### src/rtl/rtc_pkg.sv
package rtc_pkg;
    localparam int DATA_W = 8;
    localparam int ADDR_W = 3;

    typedef enum logic [ADDR_W-1:0] {
        A_SEC   = 3'd0,
        A_MIN   = 3'd1,
        A_HOUR  = 3'd2,
        A_DATE  = 3'd3,
        A_MONTH = 3'd4,
        A_DOW   = 3'd5,
        A_YEAR  = 3'd6,
        A_CTRL  = 3'd7
    } reg_addr_e;

    localparam logic [DATA_W-1:0] MASK_MIN   = 8'h7F;
    localparam logic [DATA_W-1:0] MASK_HOUR  = 8'hBF;
    localparam logic [DATA_W-1:0] MASK_DATE  = 8'h3F;
    localparam logic [DATA_W-1:0] MASK_MONTH = 8'h1F;
    localparam logic [DATA_W-1:0] MASK_DOW   = 8'h07;
    localparam logic [DATA_W-1:0] MASK_CTRL  = 8'h80;

    typedef struct packed {
        logic [DATA_W-1:0] date;
        logic [DATA_W-1:0] month;
        logic [DATA_W-1:0] dow;
        logic [DATA_W-1:0] year;
    } cal_regs_t;

    // Add one to a two-digit packed BCD value (no wrap handling).
    function automatic logic [DATA_W-1:0] bcd_inc(input logic [DATA_W-1:0] v);
        logic [DATA_W-1:0] r;
        if (v[3:0] >= 4'd9) r = {v[7:4] + 4'd1, 4'h0};
        else                r = {v[7:4], v[3:0] + 4'd1};
        return r;
    endfunction

    // Multiple of four: (10*t + o) mod 4 == (2*t[0] + o) mod 4.
    function automatic logic bcd_leap(input logic [DATA_W-1:0] y);
        logic [3:0] s;
        s = y[3:0] + {2'b00, y[4], 1'b0};
        return (s[1:0] == 2'b00);
    endfunction

    function automatic logic [DATA_W-1:0] month_last_day(input logic [DATA_W-1:0] m,
                                                          input logic [DATA_W-1:0] y);
        logic [DATA_W-1:0] d;
        case (m)
            8'h02:                      d = bcd_leap(y) ? 8'h29 : 8'h28;
            8'h04, 8'h06, 8'h09, 8'h11: d = 8'h30;
            default:                    d = 8'h31;
        endcase
        return d;
    endfunction
endpackage

### src/rtl/rtc_bcd60.sv
module rtc_bcd60
    import rtc_pkg::*;
#(
    parameter bit KEEP_FLAG = 1'b0
) (
    input  logic              clk,
    input  logic              rst,
    input  logic              inc_en,
    input  logic              wr_en,
    input  logic [DATA_W-1:0] wr_data,
    output logic [DATA_W-1:0] q,
    output logic              carry_out
);
    localparam logic [DATA_W-2:0] LAST = 7'h59;

    logic [DATA_W-1:0] stepped;
    logic              at_last;

    always_comb begin
        at_last = (q[DATA_W-2:0] >= LAST);
        stepped = bcd_inc({1'b0, q[DATA_W-2:0]});
        if (at_last) stepped = '0;
        stepped[DATA_W-1] = q[DATA_W-1];
    end

    assign carry_out = inc_en && at_last;

    always_ff @(posedge clk) begin
        if (rst)          q <= '0;
        else if (wr_en)   q <= KEEP_FLAG ? wr_data : {1'b0, wr_data[DATA_W-2:0]};
        else if (inc_en)  q <= stepped;
    end

    // a tick from a value below 59 moves up without carrying
    assert_no_early_carry_R2: assert property (@(posedge clk) disable iff (rst)
        (inc_en && !wr_en && q[6:0] < 7'h59 && q[3:0] != 4'h9) |=> (q[3:0] == $past(q[3:0]) + 4'd1));
endmodule

### src/rtl/rtc_hour.sv
module rtc_hour
    import rtc_pkg::*;
(
    input  logic              clk,
    input  logic              rst,
    input  logic              inc_en,
    input  logic              wr_en,
    input  logic [DATA_W-1:0] wr_data,
    output logic [DATA_W-1:0] q,
    output logic              carry_out
);
    logic [DATA_W-1:0] nxt;
    logic [DATA_W-1:0] hr;
    logic [DATA_W-1:0] hr_inc;
    logic              wrap;
    logic              pm;

    always_comb begin
        pm   = q[5];
        wrap = 1'b0;
        if (q[7]) begin
            hr     = {3'b000, q[4:0]};
            hr_inc = bcd_inc(hr);
            if (hr == 8'h11) begin
                nxt  = {1'b1, 1'b0, ~pm, 5'h12};
                wrap = pm;
            end else if (hr >= 8'h12) begin
                nxt  = {1'b1, 1'b0, pm, 5'h01};
            end else begin
                nxt  = {1'b1, 1'b0, pm, hr_inc[4:0]};
            end
        end else begin
            hr     = {2'b00, q[5:0]};
            hr_inc = bcd_inc(hr);
            if (hr >= 8'h23) begin
                nxt  = '0;
                wrap = 1'b1;
            end else begin
                nxt  = {2'b00, hr_inc[5:0]};
            end
        end
    end

    assign carry_out = inc_en && wrap;

    always_ff @(posedge clk) begin
        if (rst)         q <= '0;
        else if (wr_en)  q <= wr_data & MASK_HOUR;
        else if (inc_en) q <= nxt;
    end

    // the format bit survives every increment
    assert_mode_kept_R5: assert property (@(posedge clk) disable iff (rst)
        (inc_en && !wr_en) |=> (q[7] == $past(q[7])));
    // 12 o'clock goes to 01 with the AM/PM flag unchanged
    assert_twelve_to_one_R5: assert property (@(posedge clk) disable iff (rst)
        (inc_en && !wr_en && q[7] && q[4:0] == 5'h12) |=> (q[4:0] == 5'h01 && q[5] == $past(q[5])));
endmodule

### src/rtl/rtc_calendar.sv
module rtc_calendar
    import rtc_pkg::*;
(
    input  logic              clk,
    input  logic              rst,
    input  logic              day_adv,
    input  logic [3:0]        wr_sel,
    input  logic [DATA_W-1:0] wr_data,
    output cal_regs_t         cal
);
    logic [DATA_W-1:0] last_day;
    logic              date_wrap, month_wrap;
    logic              month_adv, year_adv;
    cal_regs_t         nxt;

    always_comb begin
        last_day   = month_last_day(cal.month, cal.year);
        date_wrap  = (cal.date >= last_day);
        month_wrap = (cal.month >= 8'h12);
        month_adv  = day_adv && date_wrap;
        year_adv   = month_adv && month_wrap;

        nxt       = cal;
        nxt.date  = date_wrap  ? 8'h01 : bcd_inc(cal.date);
        nxt.month = month_wrap ? 8'h01 : bcd_inc(cal.month);
        nxt.dow   = (cal.dow >= 8'h07) ? 8'h01 : (cal.dow + 8'h01);
        nxt.year  = (cal.year >= 8'h99) ? 8'h00 : bcd_inc(cal.year);
    end

    always_ff @(posedge clk) begin
        if (rst) begin
            cal.date  <= 8'h01;
            cal.month <= 8'h01;
            cal.dow   <= 8'h01;
            cal.year  <= 8'h00;
        end else begin
            if (wr_sel[0])      cal.date <= wr_data & MASK_DATE;
            else if (day_adv)   cal.date <= nxt.date;

            if (wr_sel[1])      cal.month <= wr_data & MASK_MONTH;
            else if (month_adv) cal.month <= nxt.month;

            if (wr_sel[2])      cal.dow <= wr_data & MASK_DOW;
            else if (day_adv)   cal.dow <= nxt.dow;

            if (wr_sel[3])      cal.year <= wr_data;
            else if (year_adv)  cal.year <= nxt.year;
        end
    end

    // day-of-week wraps 07 -> 01 on a day advance
    assert_dow_wrap_R8: assert property (@(posedge clk) disable iff (rst)
        (day_adv && !wr_sel[2] && cal.dow == 8'h07) |=> (cal.dow == 8'h01));
    // the date never steps beyond the month's last day
    assert_date_bound_R6: assert property (@(posedge clk) disable iff (rst)
        (day_adv && wr_sel == 4'b0000 && cal.date == 8'h28 && cal.month == 8'h02 && cal.year == 8'h23)
        |=> (cal.date == 8'h01 && cal.month == 8'h03));
endmodule

### src/rtl/rtc_bcd_core.sv
module rtc_bcd_core
    import rtc_pkg::*;
(
    input  logic              clk,
    input  logic              rst,
    input  logic              sec_tick,
    input  logic [ADDR_W-1:0] reg_addr,
    input  logic              reg_we,
    input  logic [DATA_W-1:0] reg_wdata,
    output logic [DATA_W-1:0] reg_rdata
);
    localparam int N_MS = 2;

    logic [DATA_W-1:0] ms_q   [N_MS];
    logic              ms_inc [N_MS];
    logic              ms_cy  [N_MS];
    logic [DATA_W-1:0] hour_q;
    logic              hour_cy;
    cal_regs_t         cal;
    logic [DATA_W-1:0] ctrl_q;
    logic              wr_ok;
    logic [7:0]        wr_dec;
    logic              run_tick;

    assign wr_ok    = reg_we && (!ctrl_q[7] || reg_addr == A_CTRL);
    assign run_tick = sec_tick && !ms_q[0][7];

    always_comb begin
        wr_dec = '0;
        wr_dec[reg_addr] = wr_ok;
    end

    // Seconds (index 0, keeps halt flag) and minutes (index 1)
    genvar gi;
    generate
        for (gi = 0; gi < N_MS; gi++) begin : g_ms
            if (gi == 0) begin : g_in
                assign ms_inc[gi] = run_tick;
            end else begin : g_in
                assign ms_inc[gi] = ms_cy[gi-1];
            end
            rtc_bcd60 #(.KEEP_FLAG(gi == 0)) u_cnt (
                .clk       (clk),
                .rst       (rst),
                .inc_en    (ms_inc[gi]),
                .wr_en     (wr_dec[gi]),
                .wr_data   (reg_wdata),
                .q         (ms_q[gi]),
                .carry_out (ms_cy[gi])
            );
        end
    endgenerate

    rtc_hour u_hour (
        .clk       (clk),
        .rst       (rst),
        .inc_en    (ms_cy[N_MS-1]),
        .wr_en     (wr_dec[A_HOUR]),
        .wr_data   (reg_wdata),
        .q         (hour_q),
        .carry_out (hour_cy)
    );

    rtc_calendar u_cal (
        .clk     (clk),
        .rst     (rst),
        .day_adv (hour_cy),
        .wr_sel  (wr_dec[A_YEAR:A_DATE]),
        .wr_data (reg_wdata),
        .cal     (cal)
    );

    always_ff @(posedge clk) begin
        if (rst)              ctrl_q <= '0;
        else if (wr_dec[A_CTRL]) ctrl_q <= reg_wdata & MASK_CTRL;
    end

    always_comb begin
        case (reg_addr)
            A_SEC:   reg_rdata = ms_q[0];
            A_MIN:   reg_rdata = ms_q[1];
            A_HOUR:  reg_rdata = hour_q;
            A_DATE:  reg_rdata = cal.date;
            A_MONTH: reg_rdata = cal.month;
            A_DOW:   reg_rdata = cal.dow;
            A_YEAR:  reg_rdata = cal.year;
            default: reg_rdata = ctrl_q;
        endcase
    end

    // with the halt flag set and no write, nothing moves
    assert_halt_freeze_R3: assert property (@(posedge clk) disable iff (rst)
        (ms_q[0][7] && !reg_we) |=> ($stable(ms_q[0]) && $stable(ms_q[1]) && $stable(hour_q) && $stable(cal)));
    // a locked write to seconds without a tick leaves seconds unchanged
    assert_lock_blocks_R10: assert property (@(posedge clk) disable iff (rst)
        (ctrl_q[7] && reg_we && reg_addr == A_SEC && !sec_tick) |=> $stable(ms_q[0]));
    // an accepted minutes write wins over any carry
    assert_write_wins_R9: assert property (@(posedge clk) disable iff (rst)
        (!ctrl_q[7] && reg_we && reg_addr == A_MIN) |=> (ms_q[1] == ($past(reg_wdata) & MASK_MIN)));
endmodule

### config.mk
export PLATFORM = sky130hd
export DESIGN_NAME = rtc_bcd_core
export DESIGN_NICKNAME = d
export VERILOG_FILES = /design/src/rtl/rtc_pkg.sv /design/src/rtl/rtc_bcd60.sv /design/src/rtl/rtc_hour.sv /design/src/rtl/rtc_calendar.sv /design/src/rtl/rtc_bcd_core.sv
export SDC_FILE = /design/constraint.sdc
export NUM_CORES = 1
export LEC_CHECK = 0
export BUFFER_PORTS_ARGS = -buffer_cell sky130_fd_sc_hd__buf_2
export CAP_MARGIN = 5
export CORE_MARGIN = 2
export CORE_UTILIZATION = 48
export CTS_CLUSTER_DIAMETER = 200
export DETAILED_ROUTE_END_ITERATION = 8
export GPL_TIMING_DRIVEN = 0
export HOLD_SLACK_MARGIN = 0.02
export PLACE_DENSITY = 0.65
export RECOVER_POWER = 100
export SLEW_MARGIN = 10
export SYNTH_ARGS = -nofsm -noshare
export SYNTH_HDL_FRONTEND = slang
export SYNTH_SLANG_ARGS = --single-unit
### constraint.sdc
create_clock -name clk -period 3 [get_ports clk]
set_input_delay 0.15 -clock clk [delete_from_list [all_inputs] [get_ports clk]]
set_output_delay 0.15 -clock clk [all_outputs]
set_load 0.05 [all_outputs]
# Yosys cells after proc, flatten, opt, wreduce, memory -nomap -nowiden
# Index checks and enable logic that the tools add are counted.
# classes
add_sub_neg	15
magnitude_cmp	16
eq_ne	15
mux	39
n_bitwise	2
reduce_logical	42
# op_table
cell	count
8-bit two-way mux	14
8-bit one-hot mux with 7 select lines	1
7-bit two-way mux	7
4-bit by 1-bit adder with 4-bit output, second input constant	9
4-bit greater-or-equal comparator, second input constant	6
6-bit two-way mux	4
5-bit two-way mux	4
2-bit nonzero test	9
8-bit by 3-bit equality test with 1-bit output, second input constant	2
8-bit one-hot mux with 2 select lines	1
3-bit nonzero test	5
7-bit greater-or-equal comparator, second input constant	2
2-bit AND reduction	7
3-bit equality test, second input constant	4
8-bit by 1-bit adder with 8-bit output, second input constant	1
8-bit AND	1
8-bit by 2-bit equality test with 1-bit output, second input constant	1
8-bit by 4-bit equality test with 1-bit output, second input constant	1
8-bit by 5-bit equality test with 1-bit output, second input constant	1
8-bit by 3-bit greater-or-equal comparator with 1-bit output, second input constant	1
8-bit by 5-bit greater-or-equal comparator with 1-bit output, second input constant	1
8-bit greater-or-equal comparator	1
8-bit greater-or-equal comparator, second input constant	1
1-bit logical AND	8
other kinds (25)	37
# word_totals
regBits	56
input_bits	15
out_inout_bits	8
elab_cells	149

# Logic depth before layout (Yosys ltp)
# Gate-level depths: netlist of the first run.
# logic_depth
word_depth	9
mapped_depth	15
mapped_depth_nobuf	14

# By module
# Synthesis of the first run repeated with hierarchy kept, for this count alone.
# hier_totals
hier_cells	576
area_unflattened_um2	4788.3
# modules_own_cells
module	instances	cells_each	area_per_inst_um2	seq_area_each_um2
rtc_calendar	1	284	2397.3	640.6
rtc_hour	1	83	631.9	140.1
rtc_bcd_core	1	73	608.1	20.0
rtc_bcd60 at g_ms[0].u_cnt	1	69	589.3	160.2
rtc_bcd60 at g_ms[1].u_cnt	1	67	561.8	140.1

# Least setup slack after synthesis of the first run
# No wires, ideal clock.
# synth_timing
kind	flip-flop to flip-flop
from	register, netlist name u_cal.cal[20]
to	register, netlist name u_cal.cal[26]
setup_time_ns	0.074
arrival_time_ns	2.665
setup_slack_ns	0.261
path_stages_with_launch	15
period_less_slack_ns	2.739
cell_sequence	dfxtp_1 inv_1 ha_1 mux2_2 nand2_1 o21ai_0 nand3_1 o21a_1 ha_1 or4b_1 a22oi_1 nand2_1 nor3_1 nand3b_1 a31oi_1
# synth_between
elab_chain_len	7
# synth_rtl
element	line	text
8-bit by 3-bit equality test with 1-bit output (tied with other cells)	rtc_pkg.sv:48	case (m)
4-bit OR reduction	rtc_pkg.sv:48	
8-bit one-hot mux with 2 select lines *	rtc_pkg.sv:48	
8-bit greater-or-equal comparator *	rtc_calendar.sv:18	date_wrap = (cal.date >= last_day);
8-bit two-way mux *	rtc_calendar.sv:24	nxt.date = date_wrap ? 8'h01 : bcd_inc(cal.date);
6-bit two-way mux *	rtc_calendar.sv:38	else if (day_adv) cal.date <= nxt.date;
6-bit two-way mux *	rtc_calendar.sv:37	if (wr_sel[0]) cal.date <= wr_data & MASK_DATE;
# Mark *: on every way between the ends. The rest lies on a longest branch, timed or not. The select of a mux whose other input is x is not followed.
# A chain may end at the register's enable or synchronous reset.

# Final worst setup path of the first run
# layout_timing
from	register, netlist name u_cal.cal[21]
to	register, netlist name u_cal.cal[17]
# layout_between
elab_chain_len	6
# layout_rtl
element	line	text
8-bit by 3-bit equality test with 1-bit output (tied with other cells)	rtc_pkg.sv:48	
4-bit OR reduction	rtc_pkg.sv:48	
8-bit one-hot mux with 2 select lines	rtc_pkg.sv:48	
8-bit greater-or-equal comparator	rtc_calendar.sv:18	
1-bit logical AND	rtc_calendar.sv:20	month_adv = day_adv && date_wrap;
2-bit nonzero test (no line)	n/a	
# Several ways; a longest one is shown, not always the timed one. The select of a mux whose other input is x is not followed.

==> results.toml, run 1 <==
[outcome]
status = "finished clean"

[timing]
fin_crit_ns = 2.876
fin_setup_tns_ns = 0
fin_ws_ns = 0.1245
setup_viol = 0
fmax_mhz = 347.8
hold_viol_final = 0
skew_ns = 0.01785
worst_slew_pin_slew_ns = 0.8555
slew_violations = 0
final.period_utilization = 0.9585
slew_headroom = 0.4224

[synth]
yosysMostFrequentCell = "dfxtp_1"
synth_seq_cells = 55
synth.cells.most_frequent = "dfxtp_1, nand2_1, nor2_1"
synth_area_leaders = "dfxtp_1, ha_1, nand2_1"
synth-xor-area-share = 0.006022
postSynthCellCount = 526
synth_edf_count = 0
async_flop_share = 0
ys_seq_area_frac = 0.2524
yosys_warnings = 0
synthFlopType = "dfxtp_1"
ys_types = 85
synthMuxAreaShare = 0.07284
post-synth-top-area-cell = "dfxtp_1"
syn-num-nets = 578
syn_avg_cell_area_um2 = 8.295
synth_compound_area_frac = 0.2443
synthesis.area_um2 = 4363
netlist.area_leader.share = 0.2524
synth_top_family_by_area = "simple AND/OR/NAND/NOR gates"
synth-simple-area-share = 0.2653
synth_fa_ha_area_frac = 0.1061

[drt]
wl_um = 13310
drc = 0
vias_per_cell = 6.468
first_pass_iters = 5
wl_per_cell_um = 20.05
drt_iter0_drc = 361
ant_nets = 0
vias = 4295

[placement]
gp_congestion = 0.9063
post-place-ws_ns = -0.1122
dpl.hpwl_um = 9966
io_buffers = 22
placed_cells = 656

[power]
p_comb_frac = 0.162
total_power_w = 0.001443
p_sw_frac = 0.3120
internal-power_w = 0.0009930
leakagePower_nw = 1.729
cellPowerDensity_nw_per_um2 = 308.1
pwr-share-clk = 0.298
switchingPower_w = 0.0004503
ir_drop_mv = 0.2106
pwr-share-seq = 0.540

[worst_setup_path]
path_buf_inv = 2
required_ns = 3.26
r2r_slack_ns = 0.12
endpoint_kind = "flip-flop"
cp-start-kind = "flip-flop"
r2r-end = "u_cal.cal[17]$_SDFFE_PP0P_"
cp.arrival_ns = 3.14
worstPathCellList = "inv_2, ha_1, mux2_2, nand2_1, o21ai_1, nand3_1, o21a_1, ha_1, or4b_4, nand2_2, and2_1, buf_6, nor2_1, o21ai_0, a22o_1"
crit_top_cell = "ha_1"
ff2ff_path_depth = 15
crit_path_top_delay_cell = "or4b_4"
critPathMaxStageDelay_ns = 0.50
cp_top_family = "simple AND/OR/NAND/NOR gates"
critPathKind = "reg2reg"
path_max_fanout = 8
timing.rr.start = "u_cal.cal[21]$_SDFFE_PP0P_"

[clock_tree]
insertion_delay_ns = 0.33
cts_tree = "yes"
clock-root-buffer = "clkbuf_8"
cts_buffers = 5
cts_sinks = 55
cts_htree_levels = 2
clk_path_buf_depth = 2
clk_pin_slew_ns = 0.10

[grt]
grt_use_total = 0.2706
antenna_found_initial = 0
gr-total-overflow = 0
first_global_vias = 4022
grt_max_degree = 16
grt_pass1_wl_um = 20950

[layout]
fin_util = 0.5346
drive_above_1_share = 0.1403
fin_nets = 607
synthToLayoutAreaGrowth_pct = 7.370
diodes = 0
final_cells = 664

[floorplanning]
row_count = 34
core-area_um2 = 8763
die_area_um2 = 9868
ios = 23
die_w_um = 99.34
die_h_um = 99.34
start_util = 0.4979

[hold_path]
hold_path_class = "in2reg"
min_from = "reg_wdata[7]"
hold-path-endpoint = "u_hour.q[7]$_SDFFE_PP0P_"
hold_depth = 3

[job]
cap_violations = 0
## logic make-up after synthesis
| group | Yosys count |
|---|---|
| mux | 23 |
| xor+xnor | 3 |
| compound gates | 148 |
| flops | 55 |
| fa+ha+maj | 37 |
| buf+inv | 49 |
| simple gates | 211 |
## placed cells by master, fill, tap and decap left out, types with 19 or more instances in the layout
cell type  netlist  routed
a21oi_1         24      24
nand2_1         53      50
ha_1            37      37
clkbuf_1        11      25
nor2_1          43      43
nand3_1         25      25
o21ai_0         25      26
inv_1           21      19
buf_2            9      21
dfxtp_1         55      52
## metal layers
layer,vias to the layer above,GRT usage,part of all wire
li1,2015,-,-
met1,2064,0.3838,0.44
met2,184,0.4231,0.44
met3,32,0.03303,0.088
met4,0,0.1001,0.031
met5,-,0,0
## power by group through the flow
stage          Combinational [W]  Sequential, W  Clock [W]
2_1_floorplan           0.000159       0.000783          0
3_3_place_gp            0.000229       0.000795          0
3_5_place_dp            0.000232       0.000795          0
4_1_cts                 0.000233       0.000779   0.000427
5_1_grt                 0.000256       0.000781   0.000454
6_report                0.000234       0.000779   0.000431
## state kept, by name, summed over array words and instances, names as in the netlist
signal        cells
u_cal.cal        32
u_hour.q          7
ctrl_q            1
g_ms.u_cnt.q     15
## final cells by class
class	instances	area (um2)
buffer	27	148.9
multi-input combinational	422	3028
timing repair buffer	22	101.3
sequential	55	1107
clock buffer	7	76.32
inverter	22	82.58
clock inverter	1	5.005
fill	866	4079
tap	108	135.1
## repair_timing
action                     in CTS  in global routing
pin swaps                       0                  2
buffers inserted                0                  0
hold buffers                    0                  0
gates resized for setup         4                 16
gates cloned                    0                  0
setup endpoints to repair      18                 23
## per-stage QoR
| step | instance area, um2 | hold slack [ns] |
|---|---|---|
| floorplan | 4363 | 0.2786 |
| global placement | 4608 | 0.4783 |
| detailed placement | 4608 | 0.4736 |
| CTS | 4703 | 0.1382 |
| global route | 4684 | 0.1354 |
| finish | 4684 | 0.1206 |
## worst max-delay path by stage
stage	from	to	slack (ns)	cells after the start
after floorplan	u_cal.cal[20]$_SDFFE_PP0P_	u_cal.cal[26]$_SDFFE_PP0P_	0.26	14
after global placement	u_cal.cal[20]$_SDFFE_PP0P_	u_cal.cal[17]$_SDFFE_PP0P_	-0.15	14
after detailed placement	u_cal.cal[20]$_SDFFE_PP0P_	u_cal.cal[17]$_SDFFE_PP0P_	-0.11	14
after CTS	u_cal.cal[21]$_SDFFE_PP0P_	u_cal.cal[22]$_SDFFE_PP0P_	0.001	15
after global routing	u_cal.cal[20]$_SDFFE_PP0P_	u_cal.cal[5]$_SDFFE_PP0P_	-0.0009	13
final	u_cal.cal[21]$_SDFFE_PP0P_	u_cal.cal[17]$_SDFFE_PP0P_	0.12	15
## worst register-to-register path: cells and delay by family (launching register included)
| kind | cells | cell delay, ns |
|---|---|---|
| buf+inv | 2 | 0.22 |
| compound gates | 4 | 0.53 |
| mux | 1 | 0.26 |
| simple gates | 6 | 1.03 |
| flops | 1 | 0.39 |
| fa+ha+maj | 2 | 0.41 |
(Power assumes the default switching activity.)
==> inputs of run 2 (changes only) <==
- clock period: 3 -> 3.25 ns (I/O delays scaled with it)
==> run 2 against run 1 <==
Compared with the run above:
- clock skew fell by 0.0013 ns
- sequential share of layout area barely moved
- utilization fell by 0.30 points
- sequential power fell by 7.6%
- worst setup slack improved by 0.054 ns
- clock power fell by 11%
- total power fell by 8.5%
- critical path depth did not move
- non-clock buffer count did not move
- die area did not move
- cell area fell by 0.56%
==> results.toml, run 2 (synthesis gave the netlist of run 1 again) <==
[timing]
worst_slew_pin_slew_ns = 0.8540
slew_headroom = 0.4234
fin_crit_ns = 3.072
hold_viol_final = 0
setup_viol = 0
final.period_utilization = 0.9452
skew_ns = 0.01657
fin_setup_tns_ns = 0
rsz0062_at_grt = "false"
fmax_mhz = 325.5
fin_ws_ns = 0.1781
slew_violations = 0

[clock_tree]
insertion_delay_ns = 0.32
postCtsSetupBuffers = 0
cts_htree_levels = 2
clk_path_buf_depth = 2
clk_pin_slew_ns = 0.10
cts_sinks = 55
cts_buffers = 5
cts_tree = "yes"
clock-root-buffer = "clkbuf_8"

[layout]
reg_top3 = "u_cal.cal (32), g_ms.u_cnt.q (15), u_hour.q (7)"
layout_common_cells = "nand2_1, dfxtp_1, nor2_1, ha_1, o21ai_0"
diodes = 0
fillerInstances = 866
fin_nets = 607
synthToLayoutAreaGrowth_pct = 6.768
top_register = "u_cal.cal"
largest_reg_flops = 32
drive_above_1_share = 0.1205

[drt]
first_pass_iters = 5
drc = 0
vias_per_cell = 6.405
vias = 4253
wl_per_cell_um = 19.95
wl_met3_um = 1076
wl_um = 13250
maxUsedRoutingLayer = "met4"
wl_met1_um = 5919
wl_met2_um = 5793
drt_iter0_drc = 382
ant_nets = 0

[floorplanning]
core-area_um2 = 8763
ios = 23
die_area_um2 = 9868
die_w_um = 99.34
die_h_um = 99.34
row_count = 34
start_util = 0.4979

[power]
leakagePower_nw = 1.728
ir_drop_mv = 0.1932
cellPowerDensity_nw_per_um2 = 283.5

[job]
cap_violations = 0

[worst_setup_path]
endpoint_kind = "flip-flop"
cp-start-kind = "flip-flop"
cp.arrival_ns = 3.32
ff2ff_path_depth = 15
path_max_fanout = 8
required_ns = 3.50
critPathKind = "reg2reg"

[hold_path]
hold_path_class = "in2reg"
hold_depth = 3

[grt]
antenna_found_initial = 0
grt_use_total = 0.2698
first_global_vias = 3995
gr-total-overflow = 0
grt_max_degree = 16
grt_pass1_wl_um = 20860

[placement]
dpl.hpwl_um = 9966
post-place-ws_ns = 0.1378
gp_congestion = 0.9063
io_buffers = 22

[outcome]
status = "finished clean"
==> run 2: cell types whose count changed in the layout (fill, tap and decap cells not counted), sizes merged <==
cell    previous run  this run
clkbuf            31        32
buf               25        24
==> run 2: cell type report <==
class | instances | area [um2] | share of cell area
buffer | 27 | 138.9 | 0.02981
clock buffer | 7 | 76.32 | 0.01638
clock inverter | 1 | 5.005 | 0.001074
inverter | 22 | 82.58 | 0.01773
multi-input combinational | 422 | 3017 | 0.6476
sequential | 55 | 1102 | 0.2366
tap | 108 | 135.1 | 0.02901
timing repair buffer | 22 | 101.3 | 0.02176
==> run 2: through the flow <==
step	hold WS, ns	power [W]	cells	area (um2)	utilization
after floorplan	0.2911	0.0008695	526	4363	-
after global placement	0.4879	0.0009452	656	4608	0.5258
after detailed placement	0.4861	0.0009485	656	4608	0.5258
after CTS	0.1507	0.001329	664	4690	0.5351
after global routing	0.1479	0.001377	664	4658	0.5316
final	0.1506	0.001320	664	4658	0.5316
==> run 2: what timing repair did <==
| action | in CTS | in global routing |
|---|---|---|
| endpoints found under the hold margin | 0 | 0 |
| resized for setup | 0 | 5 |
| setup endpoints to repair | 0 | 22 |
| hold buffers | 0 | 0 |
==> run 2: path summary, 6_finish.rpt <==
kind                              startpoint                              end  slack, ns
max reg2reg       u_cal.cal[21]$_SDFFE_PP0P_       u_cal.cal[17]$_SDFFE_PP0P_       0.18
min                             reg_wdata[7]         u_hour.q[7]$_SDFFE_PP0P_       0.15
max               u_cal.cal[21]$_SDFFE_PP0P_       u_cal.cal[17]$_SDFFE_PP0P_       0.18
min reg2reg  g_ms[1].u_cnt.q[6]$_SDFFE_PP0P_  g_ms[1].u_cnt.q[6]$_SDFFE_PP0P_       0.52
==> run 2: where the power goes <==
part / internal, W / total [W] / leakage (nW) / switching (W)
Clock: 0.000152 / 0.000385 / 0.0422 / 0.000232
Combinational: 0.0000748 / 0.000216 / 1.24 / 0.000141
Sequential: 0.000690 / 0.000720 / 0.446 / 0.0000300
==> run 2: worst max-delay path, stage by stage, from the launching register on <==
cell	delay, ns
dfxtp_1	0.42
inv_1	0.12
ha_1	0.21
mux2_2	0.26
nand2_1	0.07
o21ai_0	0.10
nand3_1	0.10
o21a_1	0.12
ha_1	0.21
or4b_1	0.49
nand2_1	0.12
and2_1	0.13
clkbuf_4	0.21
nor2_1	0.13
o21ai_0	0.18
a22o_1	0.16
==> run 2: routing by layer <==
layer,vias up,global-route usage
met5,-,0
met2,177,0.4262
met4,0,0.09273
met1,2025,0.3816
li1,2017,-
met3,34,0.03303
==> inputs of run 3 (changes only) <==
- PLACE_DENSITY: 0.65 -> 0.68
- clock period: 3.25 -> 2.8 ns (I/O delays scaled with it)
==> run 3 against run 2 <==
Compared with the run above:
- the run now ends with setup timing left
- global-route usage up 0.88 points
- first-iteration DRC count grew 16%
- maximum frequency increased by 8.2%
- wire length increased by 2.6%
- largest power group unchanged
==> results.toml, run 3 (synthesis gave the netlist of run 1 again) <==
[worst_setup_path]
path_max_fanout = 8
ff2ff_path_depth = 13
r2r_slack_ns = -0.04
required_ns = 3.03
critPathKind = "reg2reg"
cp-start-kind = "flip-flop"
endpoint_kind = "flip-flop"
cp.arrival_ns = 3.07
timing.rr.start = "u_cal.cal[21]$_SDFFE_PP0P_"
r2r-end = "u_cal.cal[1]$_SDFFE_PP0P_"

[hold_path]
hold_path_class = "in2reg"
min_from = "reg_wdata[7]"
hold_depth = 3
hold-path-endpoint = "u_hour.q[7]$_SDFFE_PP0P_"

[timing]
setup_viol = 3
slew_violations = 0
hold_viol_final = 0
worst_slew_pin_slew_ns = 0.8966
slew_headroom = 0.3947
holdWs_ns = 0.1215
skew_ns = 0.008241
final.period_utilization = 1.014
fmax_mhz = 352.2
fin_crit_ns = 2.839
fin_ws_ns = -0.03940
rsz0062_at_grt = "true"

[grt]
met3_usage = 0.05481
gr-total-overflow = 0
use_met1 = 0.3813
grt_pass1_wl_um = 21560
first_global_vias = 4098
antenna_found_initial = 0
use_met2 = 0.4371
grt_max_degree = 16
grt_use_total = 0.2785
grt.busiest_layer = "met2"

[floorplanning]
core-area_um2 = 8763
row_count = 34
die_w_um = 99.34
ios = 23
die_h_um = 99.34
die_area_um2 = 9868
start_util = 0.4979

[layout]
reg_top3 = "u_cal.cal (32), g_ms.u_cnt.q (15), u_hour.q (7)"
largest_reg_flops = 32
final_common_cell = "dfxtp_1"
fin_nets = 615
fillerInstances = 839
drive_above_1_share = 0.1936
synthToLayoutAreaGrowth_pct = 12.73
diodes = 0
layout_common_cells = "dfxtp_1, nand2_1, nor2_1, ha_1"
top_register = "u_cal.cal"

[drt]
drc = 0
vias = 4388
first_pass_iters = 5
drt_iter0_drc = 445
vias_per_cell = 6.539
ant_nets = 0
wl_um = 13590
wl_per_cell_um = 20.26

[job]
cap_violations = 0

[clock_tree]
ctsHoldBuffers = 0
clock-root-buffer = "clkbuf_8"
insertion_delay_ns = 0.31
cts_tree = "yes"
clk_path_buf_depth = 2
cts_htree_levels = 2
cts_buffers = 5
clk_pin_slew_ns = 0.10
cts_sinks = 55

[power]
leakagePower_nw = 1.813
total_power_w = 0.001624
ir_drop_mv = 0.2714
cellPowerDensity_nw_per_um2 = 330.1

[outcome]
violations = "setup timing"
status = "complete, but fails checks"

[placement]
gp_congestion = 0.9357
io_buffers = 22
dpl.hpwl_um = 9881
## run 3: changes by cell type in the layout (fill, tap and decap cells not counted), sizes merged
cell	delta
buf	+13
clkinv	-1
clkbuf	-6
bufinv	+1
## run 3: power by group
part	internal [W]	total, W	switching [W]	leakage (nW)
logic	0.0000937	0.000261	0.000168	1.31
registers	0.000799	0.000837	0.0000375	0.447
clock network	0.000263	0.000526	0.000263	0.0513
total	0.00116	0.00162	0.000468	1.81
## run 3: per-stage QoR
stage	instances	cell area, um2	util	setup TNS [ns]	worst slack [ns]
global route	671	4918	0.5613	-2.294	-0.2147
floorplan	526	4363	-	0	0.06067
global placement	656	4608	0.5258	-4.276	-0.2949
finish	671	4918	0.5613	-0.08071	-0.03940
detailed placement	656	4608	0.5258	-5.404	-0.3217
CTS	668	4867	0.5554	-0.02127	-0.007490
## run 3: layout make-up
cell class / count / area (um2) / share of cell area
Timing Repair Buffer: 30 / 163.9 / 0.03332
Inverter: 22 / 87.58 / 0.01781
Sequential cell: 55 / 1111 / 0.2259
Tap cell: 108 / 135.1 / 0.02747
Multi-Input combinational cell: 422 / 3162 / 0.6428
Clock inverter: 1 / 30.03 / 0.006105
Clock buffer: 6 / 72.57 / 0.01475
Buffer: 27 / 156.4 / 0.03180
## run 3: how the worst max path moves through the flow
stage,to,from,slack [ns]
CTS,u_cal.cal[25]$_SDFFE_PP0P_,u_cal.cal[20]$_SDFFE_PP0P_,-0.007
global placement,u_cal.cal[17]$_SDFFE_PP0P_,u_cal.cal[20]$_SDFFE_PP0P_,-0.29
global route,u_cal.cal[1]$_SDFFE_PP0P_,u_cal.cal[21]$_SDFFE_PP0P_,-0.21
finish,u_cal.cal[1]$_SDFFE_PP0P_,u_cal.cal[21]$_SDFFE_PP0P_,-0.04
floorplan,u_cal.cal[26]$_SDFFE_PP0P_,u_cal.cal[20]$_SDFFE_PP0P_,0.06
detailed placement,u_cal.cal[17]$_SDFFE_PP0P_,u_cal.cal[16]$_SDFFE_PP1P_,-0.32
## run 3: layer usage
layer  vias up  routed length [um]
li1       2033                   -
met1      2107                5781
met2       214                6000
met3        34                1371
met4         0                 437
met5         -                   0
## run 3: repair_timing
item | CTS | global route
pin swaps | 14 | 21
cloned | 0 | 0
buffers inserted | 5 | 3
setup endpoints to repair | 24 | 22
resized for setup | 37 | 13
## run 3: worst max-delay path, cell delays in order (launching register included)
cell and delay (ns):
dfxtp_2 0.35, inv_4 0.08, ha_4 0.14, nor2b_4 0.13, nand4b_1 0.21, buf_4 0.22
ha_1 0.26, and3_4 0.20, nand2_4 0.06, and2_1 0.14, buf_6 0.14, nor3_4 0.42
nand3_1 0.15, a311oi_2 0.26
